`src/rtl/dma_ctl_pkg.sv`:
```
package dma_ctl_pkg;
  localparam int unsigned WORD_W = 32;
  localparam int unsigned HALF_W = WORD_W / 2;
  localparam int unsigned DEV_W  = 8;

  localparam int unsigned RUN_B  = 15;
  localparam int unsigned PAUS_B = 14;
  localparam int unsigned FLSH_B = 13;
  localparam int unsigned WAKE_B = 12;
  localparam int unsigned DEAD_B = 11;
  localparam int unsigned ACTV_B = 10;
  localparam int unsigned BT_B   = 8;

  // engine-facing bits
  typedef struct packed {
    logic run;
    logic flush;
    logic wake;
    logic dead;
    logic active;
    logic bt;
  } eng_bits_t;
endpackage

```
`src/rtl/dma_ctl_swbits.sv`:
```
module dma_ctl_swbits #(
  parameter int unsigned W = 9
) (
  input  logic         clk_i,
  input  logic         rst_ni,
  input  logic         we_i,
  input  logic [W-1:0] mask_i,
  input  logic [W-1:0] val_i,
  output logic [W-1:0] q_o
);
  for (genvar g = 0; g < W; g++) begin : g_bit
    always_ff @(posedge clk_i or negedge rst_ni) begin
      if (!rst_ni)                q_o[g] <= 1'b0;
      else if (we_i && mask_i[g]) q_o[g] <= val_i[g];
    end

    p_masked_hold_r2: assert property (@(posedge clk_i) disable iff (!rst_ni)
      !(we_i && mask_i[g]) |=> $stable(q_o[g]));
  end
endmodule

```
`src/rtl/dma_ctl_engbits.sv`:
```
module dma_ctl_engbits
  import dma_ctl_pkg::*;
(
  input  logic      clk_i,
  input  logic      rst_ni,
  input  logic      we_i,
  input  eng_bits_t mask_i,
  input  eng_bits_t val_i,
  input  logic      eng_busy_i,
  input  logic      eng_dead_i,
  input  logic      eng_bt_we_i,
  input  logic      eng_bt_i,
  output eng_bits_t q_o
);
  eng_bits_t wm;
  eng_bits_t d;

  assign wm = we_i ? mask_i : '0;

  always_comb begin
    d = q_o;
    if (wm.run) d.run = val_i.run;

    // flush: software wins, otherwise drains away when engine idles
    if (wm.flush)                     d.flush = val_i.flush;
    else if (q_o.flush && !eng_busy_i) d.flush = 1'b0;

    // wake: one-shot
    d.wake = wm.wake && val_i.wake;

    // dead: engine set dominates
    if (eng_dead_i)   d.dead = 1'b1;
    else if (wm.dead) d.dead = val_i.dead;

    if (wm.active)                  d.active = val_i.active;
    else if (q_o.run && !q_o.dead)  d.active = 1'b1;
    else if (!eng_busy_i)           d.active = 1'b0;

    if (wm.bt)             d.bt = val_i.bt;
    else if (eng_bt_we_i)  d.bt = eng_bt_i;
  end

  always_ff @(posedge clk_i or negedge rst_ni) begin
    if (!rst_ni) q_o <= '0;
    else         q_o <= d;
  end

  p_active_rise_r4: assert property (@(posedge clk_i) disable iff (!rst_ni)
    (q_o.run && !q_o.dead && !wm.active) |=> q_o.active);

  p_active_drain_r5: assert property (@(posedge clk_i) disable iff (!rst_ni)
    (!q_o.run && !eng_busy_i && !wm.active) |=> !q_o.active);

  p_wake_pulse_r7: assert property (@(posedge clk_i) disable iff (!rst_ni)
    (q_o.wake && !(wm.wake && val_i.wake)) |=> !q_o.wake);

  p_dead_sticky_r8: assert property (@(posedge clk_i) disable iff (!rst_ni)
    (q_o.dead && !wm.dead) |=> q_o.dead);

  p_dead_set_r8: assert property (@(posedge clk_i) disable iff (!rst_ni)
    eng_dead_i |=> q_o.dead);

  p_flush_drain_r10: assert property (@(posedge clk_i) disable iff (!rst_ni)
    (q_o.flush && !eng_busy_i && !wm.flush) |=> !q_o.flush);
endmodule

```
`src/rtl/dma_chan_ctl.sv`:
```
module dma_chan_ctl
  import dma_ctl_pkg::*;
(
  input  logic              clk_i,
  input  logic              rst_ni,
  input  logic              wr_en_i,
  input  logic [WORD_W-1:0] wr_data_i,
  input  logic              rd_en_i,
  output logic [WORD_W-1:0] rd_data_o,
  output logic              run_o,
  output logic              pause_o,
  output logic              flush_o,
  output logic              wake_o,
  input  logic              eng_busy_i,
  input  logic              eng_dead_i,
  input  logic              eng_bt_we_i,
  input  logic              eng_bt_i
);
  localparam int unsigned SW_W = DEV_W + 1;

  logic [HALF_W-1:0] wmask, wval;
  logic [SW_W-1:0]   sw_mask, sw_val, sw_q;
  eng_bits_t         e_mask, e_val, e_q;
  logic [HALF_W-1:0] status;
  logic              unused_bit9;

  assign wmask = wr_data_i[WORD_W-1:HALF_W];
  assign wval  = wr_data_i[HALF_W-1:0];
  assign unused_bit9 = wmask[9] ^ wval[9];

  assign sw_mask = {wmask[PAUS_B], wmask[DEV_W-1:0]};
  assign sw_val  = {wval[PAUS_B],  wval[DEV_W-1:0]};

  assign e_mask = '{run: wmask[RUN_B], flush: wmask[FLSH_B], wake: wmask[WAKE_B],
                    dead: wmask[DEAD_B], active: wmask[ACTV_B], bt: wmask[BT_B]};
  assign e_val  = '{run: wval[RUN_B], flush: wval[FLSH_B], wake: wval[WAKE_B],
                    dead: wval[DEAD_B], active: wval[ACTV_B], bt: wval[BT_B]};

  dma_ctl_swbits #(.W(SW_W)) u_swbits (
    .clk_i  (clk_i),
    .rst_ni (rst_ni),
    .we_i   (wr_en_i),
    .mask_i (sw_mask),
    .val_i  (sw_val),
    .q_o    (sw_q)
  );

  dma_ctl_engbits u_engbits (
    .clk_i       (clk_i),
    .rst_ni      (rst_ni),
    .we_i        (wr_en_i),
    .mask_i      (e_mask),
    .val_i       (e_val),
    .eng_busy_i  (eng_busy_i),
    .eng_dead_i  (eng_dead_i),
    .eng_bt_we_i (eng_bt_we_i),
    .eng_bt_i    (eng_bt_i),
    .q_o         (e_q)
  );

  always_comb begin
    status          = '0;
    status[RUN_B]   = e_q.run;
    status[PAUS_B]  = sw_q[SW_W-1];
    status[FLSH_B]  = e_q.flush;
    status[WAKE_B]  = e_q.wake;
    status[DEAD_B]  = e_q.dead;
    status[ACTV_B]  = e_q.active;
    status[BT_B]    = e_q.bt;
    status[DEV_W-1:0] = sw_q[DEV_W-1:0];
  end

  assign rd_data_o = rd_en_i ? {{HALF_W{1'b0}}, status} : '0;
  assign run_o   = e_q.run;
  assign pause_o = sw_q[SW_W-1];
  assign flush_o = e_q.flush;
  assign wake_o  = e_q.wake;

  p_run_clear_r6: assert property (@(posedge clk_i) disable iff (!rst_ni)
    (wr_en_i && wmask[RUN_B] && !wval[RUN_B]) |=> !run_o);

  p_rd_gate_r3: assert property (@(posedge clk_i) disable iff (!rst_ni)
    !rd_en_i |-> (rd_data_o == '0));
endmodule

```
`config.mk`:
```
export PLATFORM = sky130hd
export DESIGN_NAME = dma_chan_ctl
export DESIGN_NICKNAME = d
export VERILOG_FILES = /design/src/rtl/dma_ctl_pkg.sv /design/src/rtl/dma_ctl_swbits.sv /design/src/rtl/dma_ctl_engbits.sv /design/src/rtl/dma_chan_ctl.sv
export SDC_FILE = /design/constraint.sdc
export NUM_CORES = 1
export LEC_CHECK = 0
export BUFFER_PORTS_ARGS = -buffer_cell sky130_fd_sc_hd__buf_2
export CAP_MARGIN = 20
export CORE_MARGIN = 5
export CORE_UTILIZATION = 34
export CTS_CLUSTER_SIZE = 28
export DETAILED_ROUTE_END_ITERATION = 8
export PLACE_DENSITY_LB_ADDON = 0.08
export REMOVE_ABC_BUFFERS = 1
export SKIP_LAST_GASP = 1
export SYNTH_ARGS = -nofsm -noshare
export SYNTH_HDL_FRONTEND = slang
export SYNTH_SLANG_ARGS = --single-unit
```
`constraint.sdc`:
```
create_clock -name clk_i -period 2.05 [get_ports clk_i]
set_input_delay 0.1025 -clock clk_i [delete_from_list [all_inputs] [get_ports clk_i]]
set_output_delay 0.1025 -clock clk_i [all_outputs]
set_load 0.02 [all_outputs]
```
# == Word level (Yosys, flattened, before mapping) ==
# Index checks and enable logic that the tools add are counted.
# W data, S select, Z words.
# totals
regBits,15
latchBits,0
mem_bits_rw,0
rom_bits,0
output_inout_bits,36
wordCells,44
n_memories,0
# classes
n_addsub,0
mul,0
div,0
n_lt_le_gt_ge,0
n_eq_ne,1
n_shift,0
mux,11
bitwise,0
n_reduce_logical,17
# ops
cell,count
$mux W16,1
$logic_and A1 B1 Y1,12
$mux W1,9
$mux W6,1
$reduce_bool A2 Y1,3
$ne A3 B1 Y1 const B,1
$logic_not A1 Y1,2

# == Longest topological paths before layout ==
# depth
depth_word,4
ltp_mapped,4
ltp_nobuf,2

# == Hierarchy ==
# A second synthesis with hierarchy kept.
# unflattened
hier_cells,84
hier_area_um2,933.4
# modules_own_cells
mod,n_inst,cells_per_inst,area_per_inst_um2
dma_ctl_swbits,1,28,405.4
dma_ctl_engbits,1,22,277.8
dma_chan_ctl,1,34,250.2

# == Worst setup path after synthesis ==
# Ideal clock, no wire load.
# synth_timing
kind,reg2reg
from,"register, netlist name u_engbits.q_o[0]"
to,register u_engbits.q_o[0] (netlist name)
setup_time_ps,125
arrival_time_ps,836
required_time_ps,1925
setup_slack_ps,1089
path_stages_with_launch,3
path_buffers,0
period_less_slack_ps,961
path_cell_list,dfrtp_1 mux2_2 mux2_2
# synth_lines
item,line,source
end signal: assignment,dma_ctl_engbits.sv:44,if (!rst_ni) q_o <= '0;
end signal: assignment,dma_ctl_engbits.sv:45,else q_o <= d;
end: declaration,dma_ctl_engbits.sv:13,output eng_bits_t q_o

# == Final worst setup path ==
# layout_timing
from,register u_swbits.q_o[8]
to,output port rd_data_o[14]
# layout_via
elab_chain_len,1
# layout_lines
item,line,source
start: declaration,dma_ctl_swbits.sv:9,output logic [W-1:0] q_o
start signal: indexed assignment,dma_ctl_swbits.sv:14,else if (we_i && mask_i[g]) q_o[g] <= val_i[g];
$mux W16,dma_chan_ctl.sv:73,"assign rd_data_o = rd_en_i ? {{HALF_W{1'b0}}, status} : '0;"
end: declaration,dma_chan_ctl.sv:9,"output logic [WORD_W-1:0] rd_data_o,"
# Every way passes these cells.

==> results.json <==
{
  "grt_max_degree": 19,
  "syn_inst": 85,
  "finalSetupTns_ns": 0,
  "antenna_found_initial": 0,
  "cpMaxStageDelayCell": "dfrtp_1",
  "path_clk_slew_ns": 0.09,
  "place_congestion": 0.645,
  "num_rows": 18,
  "critPathMaxFanout": 3,
  "synthesis.area_um2": 908,
  "clock_sinks": 15,
  "antenna_left": 0,
  "first_pass_iters": 2,
  "die_y_um": 61.7,
  "synth-seq-cells": 15,
  "drt_wl_total_um": 2040,
  "clockRootBuffer": "clkbuf_4",
  "grt_first_pass_wirelength_um": 2880,
  "hold_viol": 0,
  "crit_path_start_kind": "flop",
  "grt_pass1_vias": 676,
  "synth_warnings": 0,
  "p_per_area_mw_per_mm2": 647,
  "worstSetupPathType": "reg -> out",
  "vias_per_cell": 4.18,
  "grt_overflow": 0,
  "skew_ns": 0.000789,
  "synth-seq-area-share_pct": 41.3,
  "min_period_ns": 1.09,
  "drv_cap": 0,
  "area_growth_pct": 27.7,
  "top_level_ports": 76,
  "clock.fmax_ghz": 0.917,
  "die_w_um": 61.7,
  "final_cell_mix": "56 x buf_2, 17 x conb_1, 15 x and2_1, 15 x dfrtp_1, 10 x nand2_1",
  "fin_ws_ns": 0.960,
  "cts-resized-gates": 0,
  "drv_slew": 0,
  "vias": 719,
  "worstHoldPathType": "in -> reg",
  "synth_area_per_cell_um2": 10.7,
  "track_usage_pct": 10.4,
  "cts_hold_buf": 1,
  "dp_hpwl_um": 1650,
  "antennaDiodeCount": 0,
  "synth_cell_type_count": 18,
  "initial_core_util_pct": 36.0,
  "post-place-ws_ns": 1.01,
  "wl_per_cell_um": 11.8,
  "critPathCaptureType": "primary output",
  "drt-initial-drc-count": 8,
  "final_common_cell": "buf_2",
  "post-cts-setup-buffers": 0,
  "path_cells": "and2_1, buf_2",
  "port_buffers": 56,
  "core_mm2": 0.00252,
  "drive_above_1_share_pct": 52.8,
  "htree_levels": 1,
  "critPathArrivalTime_ns": 0.99,
  "vdd.ir_drop.worst_v": 0.000339,
  "status": "complete, no violations",
  "drc": 0,
  "cts_buffers": 3,
  "cts_tree": "built",
  "fin_crit_sh_pct": 53.2,
  "worstPathRequired_ns": 1.95,
  "die-area_mm2": 0.00381,
  "setup_violations": 0,
  "slowest_delay_ns": 0.40,
  "clock_latency_ns": 0.27,
  "rsz0062_at_grt": "no",
  "power_leakage_nw": 0.656,
  "clk_path_buf_depth": 2,
  "nNetsFinal": 183
}
-- state kept, by name, indices dropped and copies added (netlist names) --
name           count
u_swbits.q_o       9
u_engbits.q_o      6
-- metal layers --
metal,track usage [%],vias to the layer above,routed length [µm]
met5,0,-,0
met2,18.8,43,985
met4,4.55,0,10
li1,-,355,-
met3,2.89,2,268
met1,11.4,319,771
-- critical path, delay by kind of cell, from the launching register on --
family / cells / cell delay [ns]
DFF: 1 / 0.40
and+or+nand+nor: 1 / 0.16
buffers and inverters: 1 / 0.15
-- report_power, final --
| part | total, W | switching [W] | internal (W) |
|---|---|---|---|
| clock network | 0.000165 | 0.0000895 | 0.0000753 |
| registers | 0.000351 | 0.0000183 | 0.000333 |
| logic | 0.000234 | 0.000130 | 0.000104 |
| total | 0.000750 | 0.000237 | 0.000513 |
-- kinds of logic (layout without fill, tap and decap cells) --
group                  count (synthesis)  count (layout)  share of synthesized area [%]
AO/OA/AOI/OAI                          4               4                           3.58
buffers and inverters                 20              61                           17.9
flip-flops                            15              15                           41.3
multiplexers                          12              12                           16.5
other                                  1              17                          0.413
AND/OR/NAND/NOR                       33              33                           20.2
-- cells in the mapped netlist --
cell | instances | area share [%]
a21boi_0 | 1 | 0.83
a311o_1 | 1 | 1.1
a31o_1 | 1 | 0.96
a31oi_1 | 1 | 0.69
and2_1 | 15 | 10
and3_1 | 2 | 1.4
and3b_1 | 1 | 0.96
buf_12 | 1 | 2.2
buf_4 | 17 | 14
buf_6 | 1 | 1.2
clkbuf_1 | 1 | 0.41
conb_1 | 1 | 0.41
dfrtp_1 | 15 | 41
mux2_2 | 8 | 9.9
mux2_4 | 4 | 6.6
nand2_1 | 10 | 4.1
nand2_2 | 4 | 2.8
nand2b_1 | 1 | 0.69
-- final timing paths --
check | startpoint | to | slack (ns) | depth (start not counted)
worst min-delay path | eng_dead_i | u_engbits.q_o[2]$_DFFE_PN0P_ | 0.04 | 2
worst max register to register | u_engbits.q_o[0]$_DFFE_PN0P_ | u_engbits.q_o[0]$_DFFE_PN0P_ | 1.06 | 2
max in group asynchronous | rst_ni | u_engbits.q_o[3]$_DFF_PN0_ | 1.53 | 2
worst min register to register | u_swbits.q_o[1]$_DFFE_PN0P_ | u_swbits.q_o[1]$_DFFE_PN0P_ | 0.51 | 1
worst max-delay path | u_swbits.q_o[8]$_DFFE_PN0P_ | rd_data_o[14] | 0.96 | 2
min in group asynchronous | rst_ni | u_engbits.q_o[4]$_DFFE_PN0P_ | 0.26 | 2
-- area by class of cell --
cell class	instances	area, µm²
clock buffer	4	26.3
tap	30	37.5
timing repair buffer	57	290
multi-input combinational	66	430
sequential	15	375
fill	251	1360
-- stage by stage --
stage               utilization (%)  total power [W]  cell area (µm²)  hold WS [ns]  cells
floorplan                         -         0.000498              806        -0.193     81
global placement               44.5         0.000587             1120        0.0315    167
detailed placement             44.5         0.000594             1120        0.0336    167
CTS                            46.0         0.000767             1160        0.0319    172
global route                   46.0         0.000811             1160        0.0295    172
finish                         46.0         0.000750             1160        0.0397    172
(Power assumes the default switching activity.)
